--- src/rtl/isamc_pkg.sv ---
package isamc_pkg;
    localparam int ADDR_W  = 24;
    localparam int DATA_W  = 16;
    localparam int SA_W    = 20;
    localparam int LA_LSB  = 17;
    localparam int LA_W    = ADDR_W - LA_LSB;

    typedef enum logic [1:0] {
        ST_IDLE,
        ST_SETUP,
        ST_ACT,
        ST_REC
    } isamc_state_e;
endpackage

--- src/rtl/isamc_width_sel.sv ---
// Picks the command width for the current direction; zero is lifted to one clock.
module isamc_width_sel #(
    parameter int WIDTH_W = 4
) (
    input  logic               we_i,
    input  logic [WIDTH_W-1:0] rd_width_i,
    input  logic [WIDTH_W-1:0] wr_width_i,
    output logic [WIDTH_W-1:0] eff_width_o
);
    logic [WIDTH_W-1:0] raw;

    always_comb begin
        raw = we_i ? wr_width_i : rd_width_i;
        eff_width_o = (raw == '0) ? WIDTH_W'(1) : raw;
    end
endmodule

--- src/rtl/isamc_recov_sel.sv ---
// Recovery length in clocks, chosen between the short and the long bus timing.
module isamc_recov_sel #(
    parameter int CNT_W      = 3,
    parameter int SHORT_CLKS = 2,
    parameter int LONG_CLKS  = 4
) (
    input  logic             short_i,
    output logic [CNT_W-1:0] recov_o
);
    always_comb begin
        recov_o = short_i ? CNT_W'(SHORT_CLKS) : CNT_W'(LONG_CLKS);
    end
endmodule

--- src/rtl/isa_mem_cycle.sv ---
module isa_mem_cycle
    import isamc_pkg::*;
#(
    parameter int WIDTH_W    = 4,
    parameter int ISA_RECOV  = 2,
    parameter int EISA_RECOV = 4
) (
    input  logic                clk,
    input  logic                rst_n,
    input  logic                start_i,
    input  logic                we_i,
    input  logic [ADDR_W-1:0]   addr_i,
    input  logic [DATA_W-1:0]   wdata_i,
    input  logic [WIDTH_W-1:0]  rd_width_i,
    input  logic [WIDTH_W-1:0]  wr_width_i,
    input  logic                short_recov_i,
    input  logic                iochrdy_i,
    input  logic [DATA_W-1:0]   bus_din_i,
    output logic [SA_W-1:0]     sa_o,
    output logic [LA_W-1:0]     la_o,
    output logic                sbhe_n_o,
    output logic                memr_n_o,
    output logic                memw_n_o,
    output logic [DATA_W-1:0]   data_out_o,
    output logic                data_oe_o,
    output logic [DATA_W-1:0]   rdata_o,
    output logic                done_o
);
    localparam int REC_MAX = (ISA_RECOV > EISA_RECOV) ? ISA_RECOV : EISA_RECOV;
    localparam int REC_W   = $clog2(REC_MAX + 1);
    localparam int CNT_W   = (WIDTH_W > REC_W) ? WIDTH_W : REC_W;

    typedef struct packed {
        isamc_state_e        state;
        logic                we;
        logic [ADDR_W-1:0]   addr;
        logic [DATA_W-1:0]   wdata;
        logic [DATA_W-1:0]   rdata;
        logic [CNT_W-1:0]    cnt;
        logic                memr_n;
        logic                memw_n;
        logic                oe;
        logic                done;
    } regs_t;

    regs_t r_d, r_q;

    logic [WIDTH_W-1:0] eff_width;
    logic [CNT_W-1:0]   recov_clks;

    isamc_width_sel #(.WIDTH_W(WIDTH_W)) u_width (
        .we_i        (r_q.we),
        .rd_width_i  (rd_width_i),
        .wr_width_i  (wr_width_i),
        .eff_width_o (eff_width)
    );

    isamc_recov_sel #(
        .CNT_W      (CNT_W),
        .SHORT_CLKS (ISA_RECOV),
        .LONG_CLKS  (EISA_RECOV)
    ) u_recov (
        .short_i (short_recov_i),
        .recov_o (recov_clks)
    );

    always_comb begin
        r_d      = r_q;
        r_d.done = 1'b0;
        unique case (r_q.state)
            ST_IDLE: begin
                if (start_i) begin
                    r_d.state = ST_SETUP;
                    r_d.we    = we_i;
                    r_d.addr  = addr_i;
                    r_d.wdata = wdata_i;
                    r_d.oe    = we_i;
                end
            end
            ST_SETUP: begin
                // address has been out for one clock: assert the command
                r_d.state  = ST_ACT;
                r_d.cnt    = CNT_W'(eff_width) - CNT_W'(1);
                r_d.memr_n = r_q.we;
                r_d.memw_n = !r_q.we;
            end
            ST_ACT: begin
                if (r_q.cnt == '0 && iochrdy_i) begin
                    r_d.state  = ST_REC;
                    r_d.memr_n = 1'b1;
                    r_d.memw_n = 1'b1;
                    r_d.cnt    = recov_clks - CNT_W'(1);
                    if (!r_q.we) begin
                        r_d.rdata = bus_din_i;
                    end
                end else if (r_q.cnt != '0) begin
                    r_d.cnt = r_q.cnt - CNT_W'(1);
                end
            end
            ST_REC: begin
                // write data stays on for the first recovery clock only
                r_d.oe = 1'b0;
                if (r_q.cnt == '0) begin
                    r_d.state = ST_IDLE;
                    r_d.done  = 1'b1;
                end else begin
                    r_d.cnt = r_q.cnt - CNT_W'(1);
                end
            end
            default: r_d.state = ST_IDLE;
        endcase
    end

    always_ff @(posedge clk or negedge rst_n) begin
        if (!rst_n) begin
            r_q        <= '0;
            r_q.state  <= ST_IDLE;
            r_q.memr_n <= 1'b1;
            r_q.memw_n <= 1'b1;
        end else begin
            r_q <= r_d;
        end
    end

    assign sa_o       = r_q.addr[SA_W-1:0];
    assign la_o       = r_q.addr[ADDR_W-1:LA_LSB];
    assign sbhe_n_o   = (r_q.state == ST_IDLE);
    assign memr_n_o   = r_q.memr_n;
    assign memw_n_o   = r_q.memw_n;
    assign data_out_o = r_q.wdata;
    assign data_oe_o  = r_q.oe;
    assign rdata_o    = r_q.rdata;
    assign done_o     = r_q.done;
endmodule

--- config.mk ---
export PLATFORM = sky130hd
export DESIGN_NAME = isa_mem_cycle
export DESIGN_NICKNAME = d
export VERILOG_FILES = /design/src/rtl/isamc_pkg.sv /design/src/rtl/isamc_width_sel.sv /design/src/rtl/isamc_recov_sel.sv /design/src/rtl/isa_mem_cycle.sv
export SDC_FILE = /design/constraint.sdc
export NUM_CORES = 1
export LEC_CHECK = 0
export BUFFER_PORTS_ARGS = -buffer_cell sky130_fd_sc_hd__buf_2
export CAP_MARGIN = 5
export CORE_UTILIZATION = 25
export DETAILED_ROUTE_END_ITERATION = 12
export PLACE_DENSITY_LB_ADDON = 0.25
export SLEW_MARGIN = 20
export SYNTH_ARGS = -nofsm -noshare
export SYNTH_HDL_FRONTEND = slang
export SYNTH_SLANG_ARGS = --single-unit
export TNS_END_PERCENT = 5
--- constraint.sdc ---
create_clock -name clk -period 3.4 [get_ports clk]
set_clock_uncertainty 0.1 [all_clocks]
set_input_delay 0.51 -clock clk [delete_from_list [all_inputs] [get_ports clk]]
set_output_delay 0.51 -clock clk [all_outputs]
set_load 0.005 [all_outputs]
==> results.json, run 1 <==
{
  "grt_pass1_vias": 2095,
  "drive_gt1_share_pct": 59.88,
  "fin_total_pwr_mw": 3.723,
  "worstPathMaxFanout": 41,
  "design_area_sq_mm": 0.004025,
  "cp.arrival_ps": 2310,
  "place_area_sq_mm": 0.003751,
  "ys.flop_type": "dfrtp_1",
  "postRouteAntennaNets": 0,
  "hold_violations": 0,
  "criticalPathCategory": "reg -> reg",
  "ys_seq_elements": 67,
  "firstDrtPassIters": 4,
  "cp.required_ps": 3510,
  "utilization_pct": 31.39,
  "hold_path.class": "in -> async",
  "die_w_microns": 117.7,
  "synth_area_sq_mm": 0.003348,
  "numClockSinks": 67,
  "overflow": 0,
  "wl_microns": 6608,
  "start_util_pct": 26.11,
  "max_slew_margin_pct": 32.47,
  "fp-row-count": 41,
  "cts_buffers": 9,
  "whs_ps": 199.9,
  "die_h_microns": 117.7,
  "ys_warn_count": 0,
  "cts_tree": "yes",
  "startpoint_type": "register",
  "register_area_sq_mm": 0.001679,
  "end_kind": "register",
  "synth_fp_nets": 337,
  "fin_crit_ps": 2199,
  "cap_violations": 0,
  "cts_buffer_depth": 2,
  "cts_resized": 0,
  "async_flop_share_pct": 100.0,
  "multiInputGateArea_sq_mm": 0.001155,
  "maxSlewViolCount": 0,
  "syn_area_per_cell_sq_um": 12.83,
  "outcome": "finished, final reports clean",
  "ys_seq_area_share_pct": 50.15,
  "viasPerCell": 4.081,
  "antenna_found_initial": 0,
  "die_area_sq_mm": 0.01386,
  "rsz0062_at_grt": "false",
  "hold_buffers": 0,
  "setup_violations": 0,
  "nets": 415,
  "ios": 134,
  "rrSetupSlack_ps": 1200,
  "portBuffers": 133,
  "synthDistinctLibCells": 40,
  "synth_edf_count": 0,
  "diodes": 0,
  "coreArea_sq_mm": 0.01282,
  "place_congestion": 0.7709,
  "h-tree-depth": 3,
  "clk_transition_reported_paths_ps": 60,
  "grt_pass1_wl_microns": 10790,
  "drc": 0,
  "peakVddDrop_mv": 0.3602,
  "routedWlPerCell_microns": 12.81,
  "finalSetupTns_ps": 0,
  "p_per_area_mw_per_mm2": 924.9,
  "area_delta_synth_final_pct": 20.22,
  "drtIter0Drc": 46,
  "track_usage_pct": 10.08,
  "post-dp-hpwl_microns": 4699,
  "grt_max_degree": 68,
  "clock_latency_ps": 330,
  "timing.fmax_mhz": 454.8,
  "post-cts-setup-buffers": 0,
  "min_period_over_period_pct": 64.68,
  "fillCellCount": 1348,
  "synth_cells": 261,
  "p_leak_nw": 2.049,
  "tightestPinTransition_ps": 1009,
  "cts_root_buf": "clkbuf_16",
  "num_vias": 2106
}
==> final cells by class <==
class                      count  area share (%)
tap                          172           5.347
clock inverter                 2          0.2487
clock buffer                  14           6.559
timing repair buffer         133           16.60
inverter                       9          0.8393
sequential                    67           41.72
multi-input combinational    119           28.69
==> worst max-delay path, stage by stage (launching register included) <==
cell and delay (ps):
dfrtp_1 410, inv_1 80, ha_1 270, nand2_2 750, mux2_2 420
==> cells in the mapped netlist (2+ instances only) <==
cell	n	area [sq um]
buf_4	59	442.9
dfstp_2	2	52.55
nor4bb_1	2	20.02
o31ai_1	2	15.01
a21oi_1	4	20.02
nor3_1	4	20.02
buf_2	5	25.02
mux2i_1	4	40.04
mux2_2	41	461.7
nor2_1	6	22.52
o21ai_0	5	25.02
mux2_4	11	165.2
inv_1	9	33.78
ha_1	6	75.07
dfrtp_1	65	1627
nand2_1	2	7.510
a21o_1	2	15.01
mux2_1	6	67.56
a31oi_1	4	25.02
a22oi_1	2	15.01
==> sequential cells by signal (all words and copies together), names as in the netlist, 7 cells and up <==
signal and flops:
data_out_o 16, la_o 7, r_q 7, rdata_o 16, sa_o 17
==> path summary, 6_finish.rpt <==
path / startpoint / to / cells after the start
setup / recovery: r_q[66] / data_out_o[15] / 4
hold / removal: rst_n / data_out_o[11] / 1
setup reg to reg: r_q[66] / data_out_o[15] / 4
hold reg to reg: rdata_o[0] / rdata_o[0] / 1
max in group asynchronous: rst_n / sa_o[14] / 1
min in group clk: bus_din_i[5] / rdata_o[5] / 2
==> per-stage QoR <==
step | std cells | setup slack (ps)
after CTS | 516 | 1149
after global placement | 500 | 1249
final | 516 | 1201
after floorplan | 261 | 1553
after global routing | 516 | 1012
after detailed placement | 500 | 1161
==> cells by family after synthesis <==
| kind of cell | count (synthesis) | synth area share [%] |
|---|---|---|
| AOI/OAI and AO/OA | 25 | 4.783 |
| xor gates and xnor gates | 1 | 0.2616 |
| adders and majority gates | 6 | 2.242 |
| buffers and inverters | 75 | 15.43 |
| DFF | 67 | 50.15 |
| muxes | 62 | 21.94 |
| and+or+nand+nor | 25 | 5.195 |
==> power by group <==
group / internal (mW) / switching, mW
clock network: 0.531 / 0.327
registers: 1.21 / 0.225
logic: 0.831 / 0.599
==> layout by cell type (no fill, tap or decap), drive strengths merged, types with 5 or more instances in the layout <==
cell type | netlist | layout
nor2 | 6 | 6
o21ai | 7 | 7
ha | 6 | 6
a21oi | 5 | 5
clkbuf | 0 | 14
inv | 9 | 9
buf | 66 | 133
mux2 | 58 | 58
dfrtp | 65 | 65
==> per-layer routing <==
metal	GRT usage, %	vias to the layer above	part of all wire (%)
met4	6.250	0	2.4
met5	0	-	0
met1	12.54	1018	46
met2	15.22	78	45
met3	3.052	11	5.7
li1	-	999	-
Note: power is estimated with default switching activity, not from simulation.
==> run 2, diff against run 1 <==
Clock period 3.4 ns to 1.91 ns, I/O delays scaled along.
==> results.json, run 2 (synthesized netlist as in run 1, its figures left out) <==
{
  "outcome": "finished, final reports clean",
  "cap_violations": 0,
  "finalSetupTns_ps": 0,
  "use_met3_pct": 4.554,
  "diodes": 0,
  "p_per_area_mw_per_mm2": 1696,
  "rsz0062_at_grt": "false",
  "routedWlPerCell_microns": 12.80,
  "utilization_pct": 33.14,
  "portBuffers": 133,
  "overflow": 0,
  "h-tree-depth": 3,
  "dp_cells": 511,
  "register_area_sq_mm": 0.001679,
  "cp_cell_sequence": "inv_1 -> ha_2 -> or3b_4 -> a21oi_4 -> o22ai_2 -> mux2_4",
  "clk_transition_reported_paths_ps": 60,
  "antenna_found_initial": 0,
  "cp.arrival_ps": 1960,
  "fillCellCount": 1350,
  "die_area_sq_mm": 0.01386,
  "place_ws_ps": -9.540,
  "peakVddDrop_mv": 0.5973,
  "max_stage_delay_ps": 420,
  "cts_buffers": 9,
  "viasPerCell": 4.049,
  "whs_ps": 63.05,
  "nets": 428,
  "timing.fmax_mhz": 541.9,
  "wl_microns": 6771,
  "place_congestion": 0.7985,
  "multiInputGateArea_sq_mm": 0.001174,
  "cts_buffer_depth": 2,
  "design_area_sq_mm": 0.004250,
  "die_h_microns": 117.7,
  "place_area_sq_mm": 0.003859,
  "start_util_pct": 26.11,
  "firstDrtPassIters": 4,
  "coreArea_sq_mm": 0.01282,
  "area_delta_synth_final_pct": 26.94,
  "max_slew_margin_pct": 67.22,
  "layout_common_cells": "132 x buf_2, 65 x dfrtp_1, 41 x mux2_2, 11 x mux2_4, 10 x buf_4",
  "cts_root_buf": "clkbuf_16",
  "grt_max_degree": 42,
  "drtIter0Drc": 81,
  "fp-row-count": 41,
  "startpoint_type": "register",
  "largest_register_ffs": 17,
  "worstPathMaxFanout": 4,
  "final_cells": 529,
  "drc": 0,
  "clock_latency_ps": 330,
  "postRouteAntennaNets": 0,
  "criticalPathCategory": "reg -> reg",
  "die_w_microns": 117.7,
  "worst_slack_ps": 64.60,
  "gr-usage-met1_pct": 12.06,
  "setup_violations": 0,
  "end_kind": "register",
  "crit_path_top_delay_cell": "or3b_4",
  "num_vias": 2142,
  "ios": 134,
  "hold_violations": 0,
  "post-dp-hpwl_microns": 4965,
  "numClockSinks": 67,
  "grt_pass1_vias": 2188,
  "fin_total_pwr_mw": 7.210,
  "maxSlewViolCount": 0,
  "min_period_over_period_pct": 96.62,
  "final_common_cell": "buf_2",
  "cp.required_ps": 2030,
  "hold_path.class": "in -> reg",
  "tightestPinTransition_ps": 489.8,
  "cts_tree": "yes",
  "track_usage_pct": 10.51,
  "drive_gt1_share_pct": 62.75,
  "p_leak_nw": 2.150,
  "grt_use_met2_pct": 16.84,
  "grt_pass1_wl_microns": 11150,
  "fin_crit_ps": 1845,
  "busiest_layer": "met2"
}
-- run 2: changes by cell type in the layout (fill, tap and decap cells not counted), sizes merged --
cell | previous run | this run
buf | 133 | 145
bufinv | 0 | 3
clkbuf | 14 | 10
clkinv | 2 | 1
clkinvlp | 0 | 2
dlygate4sd3 | 0 | 1
-- run 2: critical path: cells and delay by family, from the launching register on --
kind | cells | cell delay (ps)
muxes | 1 | 300
DFF | 1 | 400
and+or+nand+nor | 1 | 420
AOI/OAI and AO/OA | 2 | 280
buffers and inverters | 1 | 70
adders and majority gates | 1 | 180
-- run 2: worst paths after layout --
kind,from,end,slack [ps],cells past startpoint
setup / recovery,r_q[5],r_q[66],60,6
hold / removal,bus_din_i[2],rdata_o[2],60,2
setup reg to reg,r_q[5],r_q[66],60,6
hold reg to reg,rdata_o[0],rdata_o[0],380,1
max in group asynchronous,rst_n,sa_o[6],850,3
min in group asynchronous,rst_n,data_out_o[7],320,2
-- run 2: timing repair --
| action | 4_1_cts | 5_1_grt |
|---|---|---|
| buffers inserted | 1 | 0 |
| hold buffers | 1 | 0 |
| endpoints found under the setup margin | 7 | 4 |
| gates resized for setup | 0 | 5 |
| pin swaps | 0 | 0 |
| gates cloned | 0 | 0 |
| endpoints found under the hold margin | 24 | 0 |
-- run 2: metal layers --
| layer | routed length (microns) | vias up |
|---|---|---|
| met2 | 3239 | 76 |
| met5 | 0 | - |
| li1 | - | 1026 |
| met1 | 2942 | 1030 |
| met4 | 121 | 0 |
| met3 | 467 | 10 |
-- run 2: report_power, final --
| part | switching (mW) | internal, mW | total (mW) |
|---|---|---|---|
| registers | 0.370 | 2.15 | 2.52 |
| clock network | 0.632 | 1.28 | 1.91 |
| logic | 1.14 | 1.63 | 2.78 |
-- run 2: layout make-up --
type                       count  area share [%]
clock inverter                 6           2.679
timing repair buffer         146           18.96
inverter                       9          0.7948
multi-input combinational    119           27.61
clock buffer                  10           5.387
tap                          172           5.063
sequential                    67           39.51
